===== src/rtl/spim_pkg.sv =====
`timescale 1ns/1ps
package spim_pkg;
  localparam int A_MODE = 0;
  localparam int A_EV   = 1;
  localparam int A_MASK = 2;
  localparam int A_TX   = 3;
  localparam int A_RX   = 4;

  localparam int M_LOOP = 30;
  localparam int M_REV  = 26;
  localparam int M_MS   = 25;
  localparam int M_EN   = 24;
  localparam int M_LEN  = 20;
  localparam int M_PRE  = 16;
  localparam logic [31:0] MODE_WMASK = 32'h47FF_0000;

  localparam int E_BUSY = 31;
  localparam int E_OVR  = 12;
  localparam int E_NE   = 9;
  localparam int E_NF   = 8;
  localparam logic [31:0] MASK_WMASK = 32'h0000_1300;
endpackage


===== src/rtl/spim_presc.sv =====
`timescale 1ns/1ps
module spim_presc #(
  parameter int PRE_W = 4
) (
  input  logic             clk_i,
  input  logic             rst_ni,
  input  logic             run_i,
  input  logic [PRE_W-1:0] pre_i,
  output logic             tick_o
);
  localparam int CNT_W = PRE_W + 2;

  logic [PRE_W:0]   pre_p1;
  logic [CNT_W-1:0] half, cnt_q;

  assign pre_p1 = {1'b0, pre_i} + (PRE_W+1)'(1);
  assign half   = {pre_p1, 1'b0};
  assign tick_o = run_i && (cnt_q == half - CNT_W'(1));

  always_ff @(posedge clk_i or negedge rst_ni) begin
    if (!rst_ni)                cnt_q <= '0;
    else if (!run_i || tick_o)  cnt_q <= '0;
    else                        cnt_q <= cnt_q + CNT_W'(1);
  end

  p_cnt_bound_r4: assert property (@(posedge clk_i) disable iff (!rst_ni)
    run_i |-> (cnt_q < half));
endmodule


===== src/rtl/spim_shift.sv =====
`timescale 1ns/1ps
module spim_shift #(
  parameter int DATA_W = 32,
  parameter int PRE_W  = 4,
  parameter int LEN_W  = 4
) (
  input  logic              clk_i,
  input  logic              rst_ni,
  input  logic              start_i,
  input  logic [DATA_W-1:0] tx_data_i,
  input  logic [LEN_W-1:0]  len_i,
  input  logic [PRE_W-1:0]  pre_i,
  input  logic              rev_i,
  input  logic              loop_i,
  input  logic              miso_i,
  input  logic              tick_i,
  output logic              busy_o,
  output logic              sck_o,
  output logic              mosi_o,
  output logic              done_o,
  output logic [DATA_W-1:0] rx_data_o,
  output logic [PRE_W-1:0]  pre_o
);
  localparam int IDX_W = $clog2(DATA_W);

  logic              busy_q, sck_q, rev_q, loop_q;
  logic [IDX_W-1:0]  idx_q, last_q, pos, last_d;
  logic [IDX_W:0]    nbits;
  logic [PRE_W-1:0]  pre_q;
  logic [DATA_W-1:0] txd_q, rxd_q;
  logic              at_last, miso_eff;

  // length field: 0 -> full width, 1..2 clamp to 4, else field+1
  always_comb begin
    if (len_i == '0)              nbits = (IDX_W+1)'(DATA_W);
    else if (len_i < LEN_W'(3))   nbits = (IDX_W+1)'(4);
    else                          nbits = (IDX_W+1)'(len_i) + (IDX_W+1)'(1);
    last_d = IDX_W'(nbits - (IDX_W+1)'(1));
  end

  assign pos      = rev_q ? (last_q - idx_q) : idx_q;
  assign at_last  = (idx_q == last_q);
  assign mosi_o   = busy_q & txd_q[pos];
  assign miso_eff = loop_q ? mosi_o : miso_i;
  assign done_o   = busy_q & tick_i & sck_q & at_last;

  always_ff @(posedge clk_i or negedge rst_ni) begin
    if (!rst_ni) begin
      busy_q <= 1'b0;
      sck_q  <= 1'b0;
      idx_q  <= '0;
      last_q <= '0;
      rev_q  <= 1'b0;
      loop_q <= 1'b0;
      pre_q  <= '0;
      txd_q  <= '0;
      rxd_q  <= '0;
    end else if (start_i) begin
      busy_q <= 1'b1;
      sck_q  <= 1'b0;
      idx_q  <= '0;
      last_q <= last_d;
      rev_q  <= rev_i;
      loop_q <= loop_i;
      pre_q  <= pre_i;
      txd_q  <= tx_data_i;
      rxd_q  <= '0;
    end else if (busy_q && tick_i) begin
      if (!sck_q) begin
        sck_q      <= 1'b1;
        rxd_q[pos] <= miso_eff;
      end else begin
        sck_q <= 1'b0;
        if (at_last) busy_q <= 1'b0;
        else         idx_q  <= idx_q + IDX_W'(1);
      end
    end
  end

  assign busy_o    = busy_q;
  assign sck_o     = sck_q;
  assign rx_data_o = rxd_q;
  assign pre_o     = pre_q;

  p_idle_sck_low_r4: assert property (@(posedge clk_i) disable iff (!rst_ni)
    !busy_q |-> !sck_q);
  p_mosi_on_fall_r4: assert property (@(posedge clk_i) disable iff (!rst_ni)
    (busy_q && $past(busy_q) && !$fell(sck_q)) |-> $stable(mosi_o));
  p_end_after_high_r2: assert property (@(posedge clk_i) disable iff (!rst_ni)
    $fell(busy_q) |-> $past(sck_q));
  p_start_idle_r11: assert property (@(posedge clk_i) disable iff (!rst_ni)
    start_i |-> !busy_q);
endmodule


===== src/rtl/spim_regs.sv =====
`timescale 1ns/1ps
module spim_regs
  import spim_pkg::*;
#(
  parameter int DATA_W = 32,
  parameter int PRE_W  = 4,
  parameter int LEN_W  = 4,
  parameter int ADDR_W = 3
) (
  input  logic              clk_i,
  input  logic              rst_ni,
  input  logic              sel_i,
  input  logic              we_i,
  input  logic [ADDR_W-1:0] addr_i,
  input  logic [DATA_W-1:0] wdata_i,
  output logic [DATA_W-1:0] rdata_o,
  input  logic              busy_i,
  input  logic              done_i,
  input  logic [DATA_W-1:0] rx_data_i,
  output logic              start_o,
  output logic [DATA_W-1:0] tx_load_o,
  output logic [LEN_W-1:0]  len_o,
  output logic [PRE_W-1:0]  pre_o,
  output logic              rev_o,
  output logic              loop_o,
  output logic              irq_o
);
  logic [DATA_W-1:0] mode_q, mask_q, tx_q, rx_q, ev_rd, clr;
  logic              ne_q, nf_q, ovr_q, wr;

  assign wr        = sel_i & we_i;
  assign start_o   = wr && (addr_i == ADDR_W'(A_TX)) && mode_q[M_EN] && mode_q[M_MS] && !busy_i;
  assign tx_load_o = wdata_i;
  assign clr       = (wr && (addr_i == ADDR_W'(A_EV))) ? wdata_i : '0;

  assign len_o  = mode_q[M_LEN +: LEN_W];
  assign pre_o  = mode_q[M_PRE +: PRE_W];
  assign rev_o  = mode_q[M_REV];
  assign loop_o = mode_q[M_LOOP];

  always_ff @(posedge clk_i or negedge rst_ni) begin
    if (!rst_ni) begin
      mode_q <= '0;
      mask_q <= '0;
      tx_q   <= '0;
      rx_q   <= '0;
    end else begin
      if (wr && addr_i == ADDR_W'(A_MODE)) mode_q <= wdata_i & MODE_WMASK;
      if (wr && addr_i == ADDR_W'(A_MASK)) mask_q <= wdata_i & MASK_WMASK;
      if (start_o) tx_q <= wdata_i;
      if (done_i)  rx_q <= rx_data_i;
    end
  end

  // completion wins over a clear in the same cycle
  always_ff @(posedge clk_i or negedge rst_ni) begin
    if (!rst_ni) begin
      ne_q  <= 1'b0;
      nf_q  <= 1'b0;
      ovr_q <= 1'b0;
    end else begin
      if (done_i)          ne_q  <= 1'b1;
      else if (clr[E_NE])  ne_q  <= 1'b0;
      if (done_i)          nf_q  <= 1'b1;
      else if (clr[E_NF])  nf_q  <= 1'b0;
      if (done_i && ne_q)  ovr_q <= 1'b1;
      else if (clr[E_OVR]) ovr_q <= 1'b0;
    end
  end

  always_comb begin
    ev_rd         = '0;
    ev_rd[E_BUSY] = busy_i;
    ev_rd[E_OVR]  = ovr_q;
    ev_rd[E_NE]   = ne_q;
    ev_rd[E_NF]   = nf_q;
  end

  assign irq_o = |({ovr_q, ne_q, nf_q} & {mask_q[E_OVR], mask_q[E_NE], mask_q[E_NF]});

  always_comb begin
    case (addr_i)
      ADDR_W'(A_MODE): rdata_o = mode_q;
      ADDR_W'(A_EV):   rdata_o = ev_rd;
      ADDR_W'(A_MASK): rdata_o = mask_q;
      ADDR_W'(A_TX):   rdata_o = tx_q;
      ADDR_W'(A_RX):   rdata_o = rx_q;
      default:         rdata_o = '0;
    endcase
  end

  p_ne_on_done_r8: assert property (@(posedge clk_i) disable iff (!rst_ni)
    done_i |=> ne_q);
  p_overrun_r9: assert property (@(posedge clk_i) disable iff (!rst_ni)
    (done_i && ne_q) |=> ovr_q);
  p_masked_quiet_r10: assert property (@(posedge clk_i) disable iff (!rst_ni)
    (mask_q == '0) |-> !irq_o);
  p_tx_hold_r11: assert property (@(posedge clk_i) disable iff (!rst_ni)
    (busy_i && !start_o) |=> $stable(tx_q));
endmodule


===== src/rtl/spim_ctrl.sv =====
`timescale 1ns/1ps
module spim_ctrl #(
  parameter int DATA_W = 32,
  parameter int PRE_W  = 4,
  parameter int LEN_W  = 4,
  parameter int ADDR_W = 3
) (
  input  logic              clk_i,
  input  logic              rst_ni,
  input  logic              sel_i,
  input  logic              we_i,
  input  logic [ADDR_W-1:0] addr_i,
  input  logic [DATA_W-1:0] wdata_i,
  output logic [DATA_W-1:0] rdata_o,
  output logic              sck_o,
  output logic              mosi_o,
  input  logic              miso_i,
  output logic              irq_o
);
  logic              start, busy, done, rev, loop, tick;
  logic [DATA_W-1:0] tx_load, rx_data;
  logic [LEN_W-1:0]  len;
  logic [PRE_W-1:0]  pre_cfg, pre_run;

  spim_regs #(.DATA_W(DATA_W), .PRE_W(PRE_W), .LEN_W(LEN_W), .ADDR_W(ADDR_W)) u_regs (
    .clk_i, .rst_ni, .sel_i, .we_i, .addr_i, .wdata_i, .rdata_o,
    .busy_i(busy), .done_i(done), .rx_data_i(rx_data),
    .start_o(start), .tx_load_o(tx_load), .len_o(len), .pre_o(pre_cfg),
    .rev_o(rev), .loop_o(loop), .irq_o
  );

  spim_presc #(.PRE_W(PRE_W)) u_presc (
    .clk_i, .rst_ni, .run_i(busy), .pre_i(pre_run), .tick_o(tick)
  );

  spim_shift #(.DATA_W(DATA_W), .PRE_W(PRE_W), .LEN_W(LEN_W)) u_shift (
    .clk_i, .rst_ni, .start_i(start), .tx_data_i(tx_load), .len_i(len),
    .pre_i(pre_cfg), .rev_i(rev), .loop_i(loop), .miso_i, .tick_i(tick),
    .busy_o(busy), .sck_o, .mosi_o, .done_o(done), .rx_data_o(rx_data),
    .pre_o(pre_run)
  );
endmodule


===== config.mk =====
export PLATFORM = sky130hd
export DESIGN_NAME = spim_ctrl
export DESIGN_NICKNAME = d
export VERILOG_FILES = /design/src/rtl/spim_pkg.sv /design/src/rtl/spim_presc.sv /design/src/rtl/spim_shift.sv /design/src/rtl/spim_regs.sv /design/src/rtl/spim_ctrl.sv
export SDC_FILE = /design/constraint.sdc
export NUM_CORES = 1
export LEC_CHECK = 0
export ABC_CLOCK_PERIOD_IN_PS = 3300
export BUFFER_PORTS_ARGS = -buffer_cell sky130_fd_sc_hd__clkbuf_2
export CAP_MARGIN = 20
export CORE_UTILIZATION = 49
export DETAILED_ROUTE_END_ITERATION = 12
export PLACE_DENSITY = 0.68
export SLEW_MARGIN = 20
export SYNTH_ARGS = -nofsm -noshare
export SYNTH_HDL_FRONTEND = slang
export SYNTH_SLANG_ARGS = --single-unit
export TNS_END_PERCENT = 100

===== constraint.sdc =====
create_clock -name clk_i -period 3.3 [get_ports clk_i]
set_input_delay 0.495 -clock clk_i [delete_from_list [all_inputs] [get_ports clk_i]]
set_output_delay 0.495 -clock clk_i [all_outputs]
set_load 0.01 [all_outputs]

# After elaboration in Yosys (flattened, before gate mapping)
# Index checks and enable logic that the tools add are counted.
# Widths: inputs -> output; s select.
# word_totals
elab_cells	97
reg_bits	138
inputBits	40
# classes
bitwise	6
add_sub_neg	7
n_eq_ne	8
reduce_logical	25
order_cmp	3
mux	32
# op_table
cell	n
$pmux 32 s5	1
$mux 32	3
$mux 5	7
$bwmux 32	1
$mux 1	16
$mux 13	1
$reduce_bool 2->1	6
$logic_and 1x1->1	11
$add 4x1->5 const B	2
$add 6x1->6 const B	1
$eq 3x2->1 const B	2
$eq 6x6->1	1
$lt 5x6->1 const B	1
$mux 6	1
$reduce_and 3->1	2
$sub 6x1->6 const B	1
$add 5x1->5 const B	1
$and 1x1->1	5
$bmux 1 s5	1
$demux 1 s5	1
$eq 5x5->1	1
$ge 5x1->1 const B	1
$sub 5x1->5 const B	1
$sub 5x5->5	1
11 further kinds	12

# Logic depth before layout (Yosys ltp)
# logic_depth
word_depth	10
ltp_mapped	13

# By module
# Synthesis repeated with hierarchy kept, for this count alone.
# hier_totals
cells_unflattened	759
area_unflattened_um2	8894.8
# modules_own_cells
mod	instances	cells_each	area_per_inst_um2	seq_area_each_um2
spim_shift	1	409	4396.7	2052.0
spim_regs	1	307	4063.9	2052.0
spim_presc	1	43	434.2	150.1

# Worst setup path before layout
# No wires, ideal clock.
# synth_timing
path_type	flip-flop to output port
from	reg u_shift.idx_q[0]
to	out mosi_o
path_buffers	1
t_required_ps	2805
arrival_ps	2371
stages_incl_launch_ff	11
slack_ps	434
path_cell_list	dfrtp_1 ha_1 inv_1 fa_1 mux2i_2 buf_4 nand2_1 a32o_1 a221oi_2 o22a_2 and2_1
# synth_via
elab_chain_cells	5
# synth_rtl
element	line	text
from (decl)	spim_shift.sv:27	logic [IDX_W-1:0] idx_q, last_q, pos, last_d;
from (signal assigned)	spim_shift.sv:75	else idx_q <= idx_q + IDX_W'(1);
$sub 5x5->5	spim_shift.sv:41	assign pos = rev_q ? (last_q - idx_q) : idx_q;
$mux 5 (*)	spim_shift.sv:41	
$bmux 1 s5 (*)	spim_shift.sv:43	assign mosi_o = busy_q & txd_q[pos];
$mux 1 (implied by the code) (*)	spim_shift.sv:43	
$and 1x1->1 (*)	spim_shift.sv:43	
to (decl)	spim_ctrl.sv:16	output logic mosi_o,
# Mark *: on every way between the ends. The rest lies on a longest branch, timed or not. The select of a mux whose other input is x is not followed.

# Worst setup path after layout
# Same ends and word-level chain as after synthesis.

==> results.cfg <==
[finish]
syn_to_final_growth_pct = 17.76
diodes = 0
final_area_um2 = 8594
fill_cells = 1236
drive_above_1_share_pct = 29.10
final-seq-area_um2 = 3455
multiInputGateArea_um2 = 3603
finalNetCount = 825
stdcell_count = 971

[synth]
syn_area_um2 = 7298
synth_flop_cell = dfrtp_1
syn_avg_cell_area_um2 = 10.46
syn_inst = 698
synth_top_cell_area_share_pct = 47.32
yosys-top-cells-count = nand2_1, dfrtp_1, nor2_1
ys_ff_latch = 138
synth_enable_flop_cells = 0
yosys_warnings = 0
synth_seq_area_share_pct = 47.32
synth.net_count = 749
yosys.area.top_type = dfrtp_1
synth_most_common_cell = nand2_1
async_reset_ff_share_pct = 100.0
ys_top_cells_by_area = dfrtp_1, nand2_1, mux2_4
synth_cell_types = 61

[route]
top_layer_used = met4
drc = 0
wl_met3_um = 1062
drt.antenna.violating_nets = 0
met2_length_um = 9183
wirelength_um = 19660
drt_iter0_drc = 419
wl_met1_um = 8936
dr.pass1.iters = 5
wl_per_cell_um = 20.25
vias_per_cell = 5.881
vias = 5710

[timing]
fin_crit_sh_pct = 103.6
layout_setup_ws_ns = -0.1197
fin_skew_ns = 0.008790
max_freq_mhz = 292.4
hold_viol = 0
maxSlewHeadroom_pct = 45.86
setup-violations-final = 1
worst_pin_slew_ns = 0.8085
period_needed_ns = 3.420
finalMaxSlewViolations = 0
rsz0062_at_grt = yes
fin_hold_ws_ns = 0.1204

[place]
io_buffers = 74
placed_area_um2 = 7876
place_ws_ns = 0.08688
placed_cells = 935
dpl.hpwl_um = 13850
gp_congestion = 0.9109

[global_routing]
grt_pass1_vias = 5737
grt_pass1_wl_um = 31400
grt_overflow = 0
grt_max_degree = 80
grt_use_total_pct = 27.88
antenna_found_initial = 0

[clock_tree]
clock_path_buffers = 2
cts_hold_buf = 0
cts.clk_slew.worst_paths_ns = 0.06
cts.sinks = 138
clk_latency_ns = 0.43
cts_buffers = 17
cts_root_buf = clkbuf_16
tritoncts = built
htreeDepth = 4

[status]
outcome = complete, but fails checks
violations = setup timing

[worst_setup_path]
critPathLaunchType = flop
worst-endpoint-arrival_ns = 2.92
cp_max_fo = 4
critical_path_class = reg2out
endpoint_kind = primary output
cp.required_ns = 2.80

[die]
die_area_um2 = 15390
core_um2 = 14530
dieWidth_um = 124.0
io_pins = 75
row_count = 44
die-height_um = 124.0
start_util_pct = 50.22

[flow_run]
drv_cap = 0

[pwr]
vdd_drop_max_v = 0.0004353
p_leak_nw = 3.972
p_per_area_nw_per_um2 = 757.3

[min_path]
hold_path_class = in2async
## cells in the final DEF (no fill, tap or decap), types with 4 or more instances in the layout
| master | netlist | layout |
|---|---|---|
| clkbuf_16 | 0 | 17 |
| nand2_1 | 184 | 184 |
| a22oi_1 | 15 | 15 |
| a22o_1 | 17 | 17 |
| nand2b_1 | 5 | 5 |
| nand3_1 | 7 | 7 |
| dfrtp_1 | 138 | 137 |
| mux2_2 | 20 | 20 |
| ha_1 | 10 | 9 |
| xor2_1 | 9 | 8 |
| mux2i_1 | 26 | 26 |
| o211ai_1 | 21 | 21 |
| inv_1 | 13 | 10 |
| buf_6 | 3 | 4 |
| clkbuf_2 | 0 | 72 |
| a31oi_1 | 4 | 4 |
| buf_12 | 4 | 5 |
| buf_4 | 3 | 19 |
| nand4_1 | 5 | 5 |
| nor2_1 | 35 | 35 |
| xnor2_1 | 13 | 12 |
| mux2_4 | 30 | 30 |
| o21ai_0 | 26 | 26 |
| o31ai_2 | 15 | 15 |
## area by class of cell
type | count | area share [%]
sequential | 138 | 40.20
clock inverter | 12 | 1.893
clock buffer | 20 | 5.197
inverter | 13 | 0.5678
multi-input combinational | 504 | 41.93
tap | 184 | 2.679
timing repair buffer | 100 | 7.541
## sequential cells by signal, summed over array words and instances, names as in the netlist
name               count
u_regs.nf_q            1
u_shift.pre_o          4
u_shift.last_q         5
u_regs.rx_q           32
u_presc.cnt_q          6
u_shift.rx_data_o     32
u_regs.mode_q         12
u_shift.sck_o          1
u_regs.mask_q          3
u_shift.rev_q          1
u_regs.ovr_q           1
u_shift.txd_q         32
u_shift.loop_q         1
u_regs.ne_q            1
u_shift.busy_o         1
u_shift.idx_q          5
## what timing repair did
action / CTS / global route
gates resized for setup: 13 / 6
endpoints found under the setup margin: 1 / 1
setup buffers: 3 / 1
pin swaps: 2 / 2
## kinds of logic (layout without fill, tap and decap cells)
family	Yosys count	after routing	share of synthesized area, %
xor+xnor	22	22	2.640
simple gates	263	263	15.21
compound gates	131	131	15.57
buf+inv	56	145	4.269
fa+ha+maj	11	11	1.989
flops	138	138	47.32
mux	77	77	13.01
## layer usage
metal,global-route usage (%),vias up
li1,-,2610
met1,38.29,2849
met2,43.68,212
met3,4.945,39
met4,11.09,0
met5,0,-
## where the power goes
part / switching, W / total, W / internal [W]
Combinational: 0.00106 / 0.00205 / 0.000991
Sequential: 0.000377 / 0.00248 / 0.00210
Clock: 0.000760 / 0.00198 / 0.00122
## worst max-delay path, stage by stage, from the launching register on
cell and delay [ns]:
dfrtp_1 0.41, ha_4 0.17, inv_2 0.04, fa_2 0.45, mux2_4 0.33, buf_12 0.14, mux2i_1 0.10, a32o_1 0.23
a221oi_2 0.18, o22a_2 0.18, and2_4 0.15, buf_6 0.09
## through the flow
step / util, % / setup TNS, ns / total power [W]
2_1_floorplan: - / 0 / 0.003804
3_3_place_gp: 54.19 / 0 / 0.004312
3_5_place_dp: 54.19 / 0 / 0.004377
4_1_cts: 59.01 / -0.1748 / 0.006487
5_1_grt: 59.13 / -0.2201 / 0.006832
6_report: 59.13 / -0.1197 / 0.006508
## path summary, 6_finish.rpt
| check | depth (start not counted) | end | slack [ns] | start |
|---|---|---|---|---|
| min | 1 | u_shift.last_q[1]$_DFFE_PN0P_ | 0.12 | rst_ni |
| min reg2reg | 1 | u_regs.rx_q[26]$_DFFE_PN0P_ | 0.51 | u_shift.rx_data_o[26]$_DFFE_PN0P_ |
| max | 11 | mosi_o | -0.12 | u_shift.idx_q[0]$_DFFE_PN0P_ |
| max reg2reg | 13 | u_shift.rx_data_o[25]$_DFFE_PN0P_ | 0.31 | u_shift.idx_q[0]$_DFFE_PN0P_ |
| min in group clk_i | 3 | u_shift.txd_q[10]$_DFFE_PN0P_ | 0.25 | wdata_i[10] |
| max in group asynchronous | 2 | u_shift.txd_q[4]$_DFFE_PN0P_ | 2.45 | rst_ni |
(Power assumes the default switching activity.)
